<file path="config.mk">
export PLATFORM = sky130hd
export DESIGN_NAME = mdio_mgmt_regs
export DESIGN_NICKNAME = d
export VERILOG_FILES = /design/src/rtl/mdio_pkg.sv /design/src/rtl/mdio_clkgen.sv /design/src/rtl/mdio_frame_eng.sv /design/src/rtl/mdio_mgmt_regs.sv
export SDC_FILE = /design/constraint.sdc
export NUM_CORES = 1
export LEC_CHECK = 0
export ABC_AREA = 1
export BUFFER_PORTS_ARGS = -buffer_cell sky130_fd_sc_hd__buf_2
export CORE_UTILIZATION = 60
export DETAILED_ROUTE_END_ITERATION = 16
export GPL_ROUTABILITY_DRIVEN = 0
export PLACE_DENSITY = 0.81
export SETUP_SLACK_MARGIN = 0.3
export SYNTH_ARGS = -nofsm -noshare
export SYNTH_HDL_FRONTEND = slang
export SYNTH_SLANG_ARGS = --single-unit
</file>
<file path="constraint.sdc">
create_clock -name clk -period 4.3 [get_ports clk]
set_input_delay 0.86 -clock clk [delete_from_list [all_inputs] [get_ports clk]]
set_output_delay 0.86 -clock clk [all_outputs]
set_load 0.01 [all_outputs]
</file>
<file path="src/rtl/mdio_pkg.sv">
package mdio_pkg;
    localparam int PHY_W     = 5;
    localparam int REG_W     = 5;
    localparam int SEL_W     = 2;
    localparam int DATA_W    = 16;
    localparam int PRE_LEN   = 32;
    localparam int HALF_W    = 5;
    localparam int FRAME_LEN = PRE_LEN + 2 + 2 + PHY_W + REG_W + 2 + DATA_W;
    localparam int IDX_W     = $clog2(FRAME_LEN);
    localparam int TA_POS    = PRE_LEN + 4 + PHY_W + REG_W;
    localparam int DATA_POS  = TA_POS + 2;
    localparam int ADDR_W    = PHY_W + REG_W + SEL_W + 2;

    typedef struct packed {
        logic [PHY_W-1:0] phy;
        logic [REG_W-1:0] regn;
        logic [SEL_W-1:0] div_sel;
        logic             wr;
        logic             busy;
    } mdio_addr_t;

    // half MDC period in system clocks for each select value
    function automatic logic [HALF_W-1:0] half_period(input logic [SEL_W-1:0] s);
        case (s)
            2'd0:    return 5'd8;
            2'd1:    return 5'd13;
            2'd2:    return 5'd21;
            default: return 5'd31;
        endcase
    endfunction

    function automatic logic [FRAME_LEN-1:0] build_frame(input mdio_addr_t a,
                                                         input logic [DATA_W-1:0] d);
        return {{PRE_LEN{1'b1}}, 2'b01, (a.wr ? 2'b01 : 2'b10), a.phy, a.regn,
                2'b10, (a.wr ? d : {DATA_W{1'b1}})};
    endfunction
endpackage

</file>
<file path="src/rtl/mdio_clkgen.sv">
module mdio_clkgen #(
    parameter int HALF_W = 5
) (
    input  logic              clk,
    input  logic              rst,
    input  logic              run,
    input  logic [HALF_W-1:0] half_cnt,
    output logic              mdc,
    output logic              rise,
    output logic              fall
);
    logic [HALF_W-1:0] cnt;
    logic              mdc_q;
    logic              tick;

    assign tick = run && (cnt == half_cnt - 1'b1);
    assign rise = tick && !mdc_q;
    assign fall = tick && mdc_q;
    assign mdc  = mdc_q;

    always_ff @(posedge clk) begin
        if (rst || !run) begin
            cnt   <= '0;
            mdc_q <= 1'b0;
        end else if (tick) begin
            cnt   <= '0;
            mdc_q <= ~mdc_q;
        end else begin
            cnt   <= cnt + 1'b1;
        end
    end

    // clock parked low whenever no frame is running
    p_mdc_idle_low_r3: assert property (@(posedge clk) disable iff (rst)
        !run |=> !mdc);
endmodule

</file>
<file path="src/rtl/mdio_frame_eng.sv">
module mdio_frame_eng
    import mdio_pkg::*;
(
    input  logic              clk,
    input  logic              rst,
    input  logic              start,
    input  mdio_addr_t        addr,
    input  logic [DATA_W-1:0] wdata,
    input  logic              rise,
    input  logic              fall,
    input  logic              mdio_i,
    output logic              mdio_o,
    output logic              mdio_oe,
    output logic              done,
    output logic [DATA_W-1:0] rdata
);
    logic [FRAME_LEN-1:0] sh;
    logic [IDX_W-1:0]     idx;
    logic                 active;
    logic                 is_wr;
    logic [DATA_W-1:0]    rsh;

    always_ff @(posedge clk) begin
        if (rst) begin
            sh     <= '0;
            idx    <= '0;
            active <= 1'b0;
            is_wr  <= 1'b0;
            rsh    <= '0;
            done   <= 1'b0;
        end else begin
            done <= 1'b0;
            if (start) begin
                sh     <= build_frame(addr, wdata);
                idx    <= '0;
                active <= 1'b1;
                is_wr  <= addr.wr;
            end else if (active) begin
                if (rise && !is_wr && idx >= IDX_W'(DATA_POS))
                    rsh <= {rsh[DATA_W-2:0], mdio_i};
                if (fall) begin
                    if (idx == IDX_W'(FRAME_LEN - 1)) begin
                        active <= 1'b0;
                        done   <= 1'b1;
                    end else begin
                        idx <= idx + 1'b1;
                        sh  <= {sh[FRAME_LEN-2:0], 1'b0};
                    end
                end
            end
        end
    end

    assign mdio_o  = active ? sh[FRAME_LEN-1] : 1'b1;
    assign mdio_oe = active && (is_wr || idx < IDX_W'(TA_POS));
    assign rdata   = rsh;

    // line value only moves on a falling MDC edge
    p_mdio_holds_r4: assert property (@(posedge clk) disable iff (rst)
        !fall && !start |=> $stable(mdio_o));
    // completion pulse lasts a single cycle
    p_done_single_r6: assert property (@(posedge clk) disable iff (rst)
        done |=> !done);
endmodule

</file>
<file path="src/rtl/mdio_mgmt_regs.sv">
module mdio_mgmt_regs
    import mdio_pkg::*;
(
    input  logic              clk,
    input  logic              rst,
    input  logic              host_we,
    input  logic              host_sel,
    input  logic [15:0]       host_wdata,
    output logic [13:0]       addr_q,
    output logic [15:0]       data_q,
    output logic              mdc,
    output logic              mdio_o,
    output logic              mdio_oe,
    input  logic              mdio_i
);
    localparam int MAX_BUSY = 2 * FRAME_LEN * 32 + 8;
    localparam int BUSY_W   = $clog2(MAX_BUSY + 1) + 1;

    mdio_addr_t        areg;
    mdio_addr_t        new_addr;
    logic [DATA_W-1:0] dreg;
    logic              start;
    logic              done;
    logic              rise;
    logic              fall;
    logic [DATA_W-1:0] rdata;
    logic              unused_hi;

    assign new_addr  = mdio_addr_t'(host_wdata[ADDR_W-1:0]);
    assign unused_hi = ^host_wdata[15:ADDR_W];
    assign start     = host_we && !host_sel && !areg.busy && new_addr.busy;

    always_ff @(posedge clk) begin
        if (rst) begin
            areg <= '0;
            dreg <= '0;
        end else if (areg.busy) begin
            if (done) begin
                areg.busy <= 1'b0;
                if (!areg.wr) dreg <= rdata;
            end
        end else if (host_we) begin
            if (host_sel) dreg <= host_wdata;
            else          areg <= new_addr;
        end
    end

    mdio_clkgen #(.HALF_W(HALF_W)) u_clk (
        .clk      (clk),
        .rst      (rst),
        .run      (areg.busy),
        .half_cnt (half_period(areg.div_sel)),
        .mdc      (mdc),
        .rise     (rise),
        .fall     (fall)
    );

    mdio_frame_eng u_eng (
        .clk     (clk),
        .rst     (rst),
        .start   (start),
        .addr    (new_addr),
        .wdata   (dreg),
        .rise    (rise),
        .fall    (fall),
        .mdio_i  (mdio_i),
        .mdio_o  (mdio_o),
        .mdio_oe (mdio_oe),
        .done    (done),
        .rdata   (rdata)
    );

    assign addr_q = areg;
    assign data_q = dreg;

    logic [BUSY_W-1:0] busy_len;
    always_ff @(posedge clk) begin
        if (rst || !areg.busy) busy_len <= '0;
        else                   busy_len <= busy_len + 1'b1;
    end

    // a transaction always finishes within the bound
    p_busy_bounded_r6: assert property (@(posedge clk) disable iff (rst)
        busy_len <= BUSY_W'(MAX_BUSY));
    // data register untouched by host writes during a frame
    p_data_ignored_r7: assert property (@(posedge clk) disable iff (rst)
        areg.busy && host_we && host_sel ##1 areg.busy |-> $stable(dreg));
    // address fields untouched by host writes during a frame
    p_addr_ignored_r7: assert property (@(posedge clk) disable iff (rst)
        areg.busy && host_we && !host_sel |=> $stable(areg.phy) && $stable(areg.regn)
            && $stable(areg.div_sel) && $stable(areg.wr));
endmodule

</file>
==> run_results.csv <==
group,metric,value,unit
outcome,run_status,"complete, no violations",
worst_setup_path,data_arrival_at_the_endpoint_of_the_critical_path,3150,ps
worst_setup_path,worstPathMaxFanout,32,
worst_setup_path,critical-path-max-stage-delay,740,ps
synth,synth.ff_latch_count,125,
worst_setup_path,cp_slowest_cell,"sky130_fd_sc_hd__dfxtp_1",
synth,ys.flop_type,"sky130_fd_sc_hd__dfxtp_1",
synth,number_of_enable_type_register_cells_in_the_synthesized_netlist,0,
clocking,tritoncts_clock_tree,"done",
timing,worst_pin_slew,679,ps
timing,timing.max_slew.rel_slack,0.546,
min_path,min_path_type,"reg2reg",
placement,dp_hpwl,8340,um
global_route,grt_antenna_before_repair,0,
clocking,cts_buffer_count,17,
clocking,cts_post_setup_buffers_inserted,0,
clocking,cts-htree-levels,4,
clocking,holdBufCountCts,0,
timing,max_clock_freq,361,MHz
layout,final-instance-count-excl-fill,959,
detailed_routing,avgViaCountPerCell,5.43,
detailed_routing,dr_total_vias,5203,
detailed_routing,drtIter0Drc,419,
die,die-width,98.9,um
layout,drive_gt1_frac,0.123,
timing,clock-skew-final,9.69,ps
synth,synth_largest_area_cell,"sky130_fd_sc_hd__dfxtp_1",
layout,nets,865,
timing,period_needed,2770,ps
synth,synth.cell_area,5640,sq um
die,die_ar,9780,sq um
die,design.portCount,54,
layout,area.growth.synth_to_final,13.7,%
global_route,globalRouteOverflowTotal,0,
clocking,clockBufferDepth,2,
die,fp-row-count,34,
timing,setup_viol_count_final,0,
synth,netlist.area_leader.share,0.444,
synth,synth.yosys.warnings,0,
clocking,cts.reportedPaths.clkPinSlew,70,ps
clocking,cts_resized,0,
worst_setup_path,startpoint_type,"flop",
worst_setup_path,worstPathCellList,"nor2_1, nand2_2, nor2_4, inv_2, nand3_2, o21ai_0, a21oi_1",
worst_setup_path,setup.worst_path.end_class,"flop",
synth,synth.distinct_cells,38,
synth,postSynthCellCount,813,
detailed_routing,detailedRoute.firstPassIterationCount,5,
clocking,root_buffer,"sky130_fd_sc_hd__clkbuf_8",
synth,synth.cells.most_frequent,"sky130_fd_sc_hd__nand2_1, sky130_fd_sc_hd__dfxtp_1, sky130_fd_sc_hd__nor2_1",
synth,postSynth.asyncResetShare,0,
power,cellPowerDensity,452,nW/um^2
run,max-cap-violations,0,
synth,synthesized_nets,840,
die,core_area,8890,sq um
die,floorplan.initialDensity,0.634,
clocking,clock_latency,520,ps
timing,drv_slew,0,
global_route,grt_pass1_wl,21700,um
power,irDropWorstVdd,0.315,mV
power,power.static_leakage,3.05,nW
timing,rsz0062_at_grt,"false",
global_route,maximum_number_of_pins_on_one_net_before_global_route_repair,54,
die,dieHeight,98.9,um
timing,finalCritPeriodShare,0.644,
detailed_routing,drt_wl_total,12900,um
placement,numPlacedInstances,927,
worst_setup_path,criticalPathCategory,"reg2reg",
layout,antenna_cells_inserted,0,
detailed_routing,drcViolationCount,0,
worst_setup_path,worst_ep_required_time,4680,ps
timing,hold_violations,0,
clocking,tritoncts_num_sinks,125,
global_route,first_global_vias,4755,
placement,number_of_buffers_inserted_by_port_buffering,53,
detailed_routing,antenna_violating_nets_post_route,0,
synth,post-synth-top-count-cell,"sky130_fd_sc_hd__nand2_1",
timing,setup_tns,0,ps
global_route,grtUsageTotal,0.279,
synth,syn_area_per_cell,6.93,sq um
synth,synth.area.top_cells,"sky130_fd_sc_hd__dfxtp_1, sky130_fd_sc_hd__nand2_1, sky130_fd_sc_hd__nor2_1",
synth,ys_seq_area_frac,0.444,
layout,num-fill-cells,690,
detailed_routing,detail_route.wl_per_cell,13.4,um
power,report.power.total,2.90,mW
-- final timing paths --
check | start | end | slack (ps) | depth (start not counted)
worst min-delay path | u_eng.rdata[15] | u_eng.rdata[15] | 460 | 2
worst max register to register | addr_q[0] | u_eng.rdata[8] | 1530 | 7
worst max-delay path | addr_q[0] | u_eng.rdata[8] | 1530 | 7
worst min register to register | u_eng.rdata[15] | u_eng.rdata[15] | 460 | 2
-- registers in the layout, summed over array words and instances (netlist names) --
register	count
u_eng.is_wr	1
data_q	16
u_clk.cnt	5
u_eng.active	1
u_eng.sh	64
u_eng.rdata	16
u_clk.mdc	1
addr_q	14
u_eng.done	1
u_eng.idx	6
-- critical path: cells and delay by family (launching register included) --
kind | cells | cell delay (ps)
AOI/OAI and AO/OA | 2 | 440
buffers and inverters | 1 | 330
DFF | 1 | 740
and+or+nand+nor | 4 | 1100
-- kinds of logic after synthesis --
kind of cell	count (synthesis)	synth area share
adder cells (fa/ha/maj)	6	0.0133
buffers and inverters	164	0.123
XOR/XNOR	6	0.00932
AND/OR/NAND/NOR	372	0.279
AO/OA/AOI/OAI	140	0.132
flip-flops	125	0.444
-- metrics by stage --
step	worst slack, ps	util	cell area (sq um)	hold WS, ps
6_report	1530	0.721	6410	458
4_1_cts	1540	0.721	6410	456
5_1_grt	1280	0.721	6410	479
2_1_floorplan	2300	-	5640	411
3_5_place_dp	1360	0.652	5790	444
3_3_place_gp	1490	0.652	5790	438
-- report_power, final --
part,switching [mW],total [mW],internal (mW)
sequential,0.0252,1.22,1.20
clock,0.571,1.48,0.907
combinational,0.132,0.199,0.0667
total,0.728,2.90,2.17
-- placed cells by master, fill, tap and decap left out, types with 2 or more instances in the layout --
cell	netlist	routed
sky130_fd_sc_hd__nand2_1	188	188
sky130_fd_sc_hd__dfxtp_1	125	125
sky130_fd_sc_hd__nor2_1	120	120
sky130_fd_sc_hd__inv_1	109	108
sky130_fd_sc_hd__a21oi_1	62	62
sky130_fd_sc_hd__buf_2	10	53
sky130_fd_sc_hd__o21ai_0	42	42
sky130_fd_sc_hd__nand4_1	29	29
sky130_fd_sc_hd__nand3_1	18	18
sky130_fd_sc_hd__clkbuf_16	0	16
sky130_fd_sc_hd__o21ai_1	14	14
sky130_fd_sc_hd__a31oi_1	11	11
sky130_fd_sc_hd__ha_1	6	6
sky130_fd_sc_hd__inv_6	0	6
sky130_fd_sc_hd__inv_2	4	5
sky130_fd_sc_hd__a22oi_1	5	5
sky130_fd_sc_hd__xor2_1	4	4
sky130_fd_sc_hd__nand2_2	3	3
sky130_fd_sc_hd__nor2_4	3	3
sky130_fd_sc_hd__bufinv_16	0	3
sky130_fd_sc_hd__inv_8	0	3
sky130_fd_sc_hd__or2_2	2	2
sky130_fd_sc_hd__nor3_1	2	2
sky130_fd_sc_hd__xnor2_1	2	2
sky130_fd_sc_hd__a211oi_1	2	2
sky130_fd_sc_hd__clkinv_4	0	2
sky130_fd_sc_hd__buf_4	4	2
-- layout make-up --
type / instances / area (sq um) / share of cell area
sequential: 125 / 2500 / 0.390
multi-input combinational: 524 / 2440 / 0.381
inverter: 115 / 434 / 0.0677
clock buffer: 17 / 414 / 0.0646
timing repair buffer: 55 / 280 / 0.0437
clock inverter: 15 / 201 / 0.0314
tap: 108 / 135 / 0.0211
-- per-layer routing --
layer,GRT usage,wire (um),vias up
li1,-,-,2611
met1,0.351,5600,2385
met2,0.458,6090,179
met4,0.115,323,0
met3,0.0688,833,28
met5,0,0,-
Note: power is estimated with default switching activity, not from simulation.
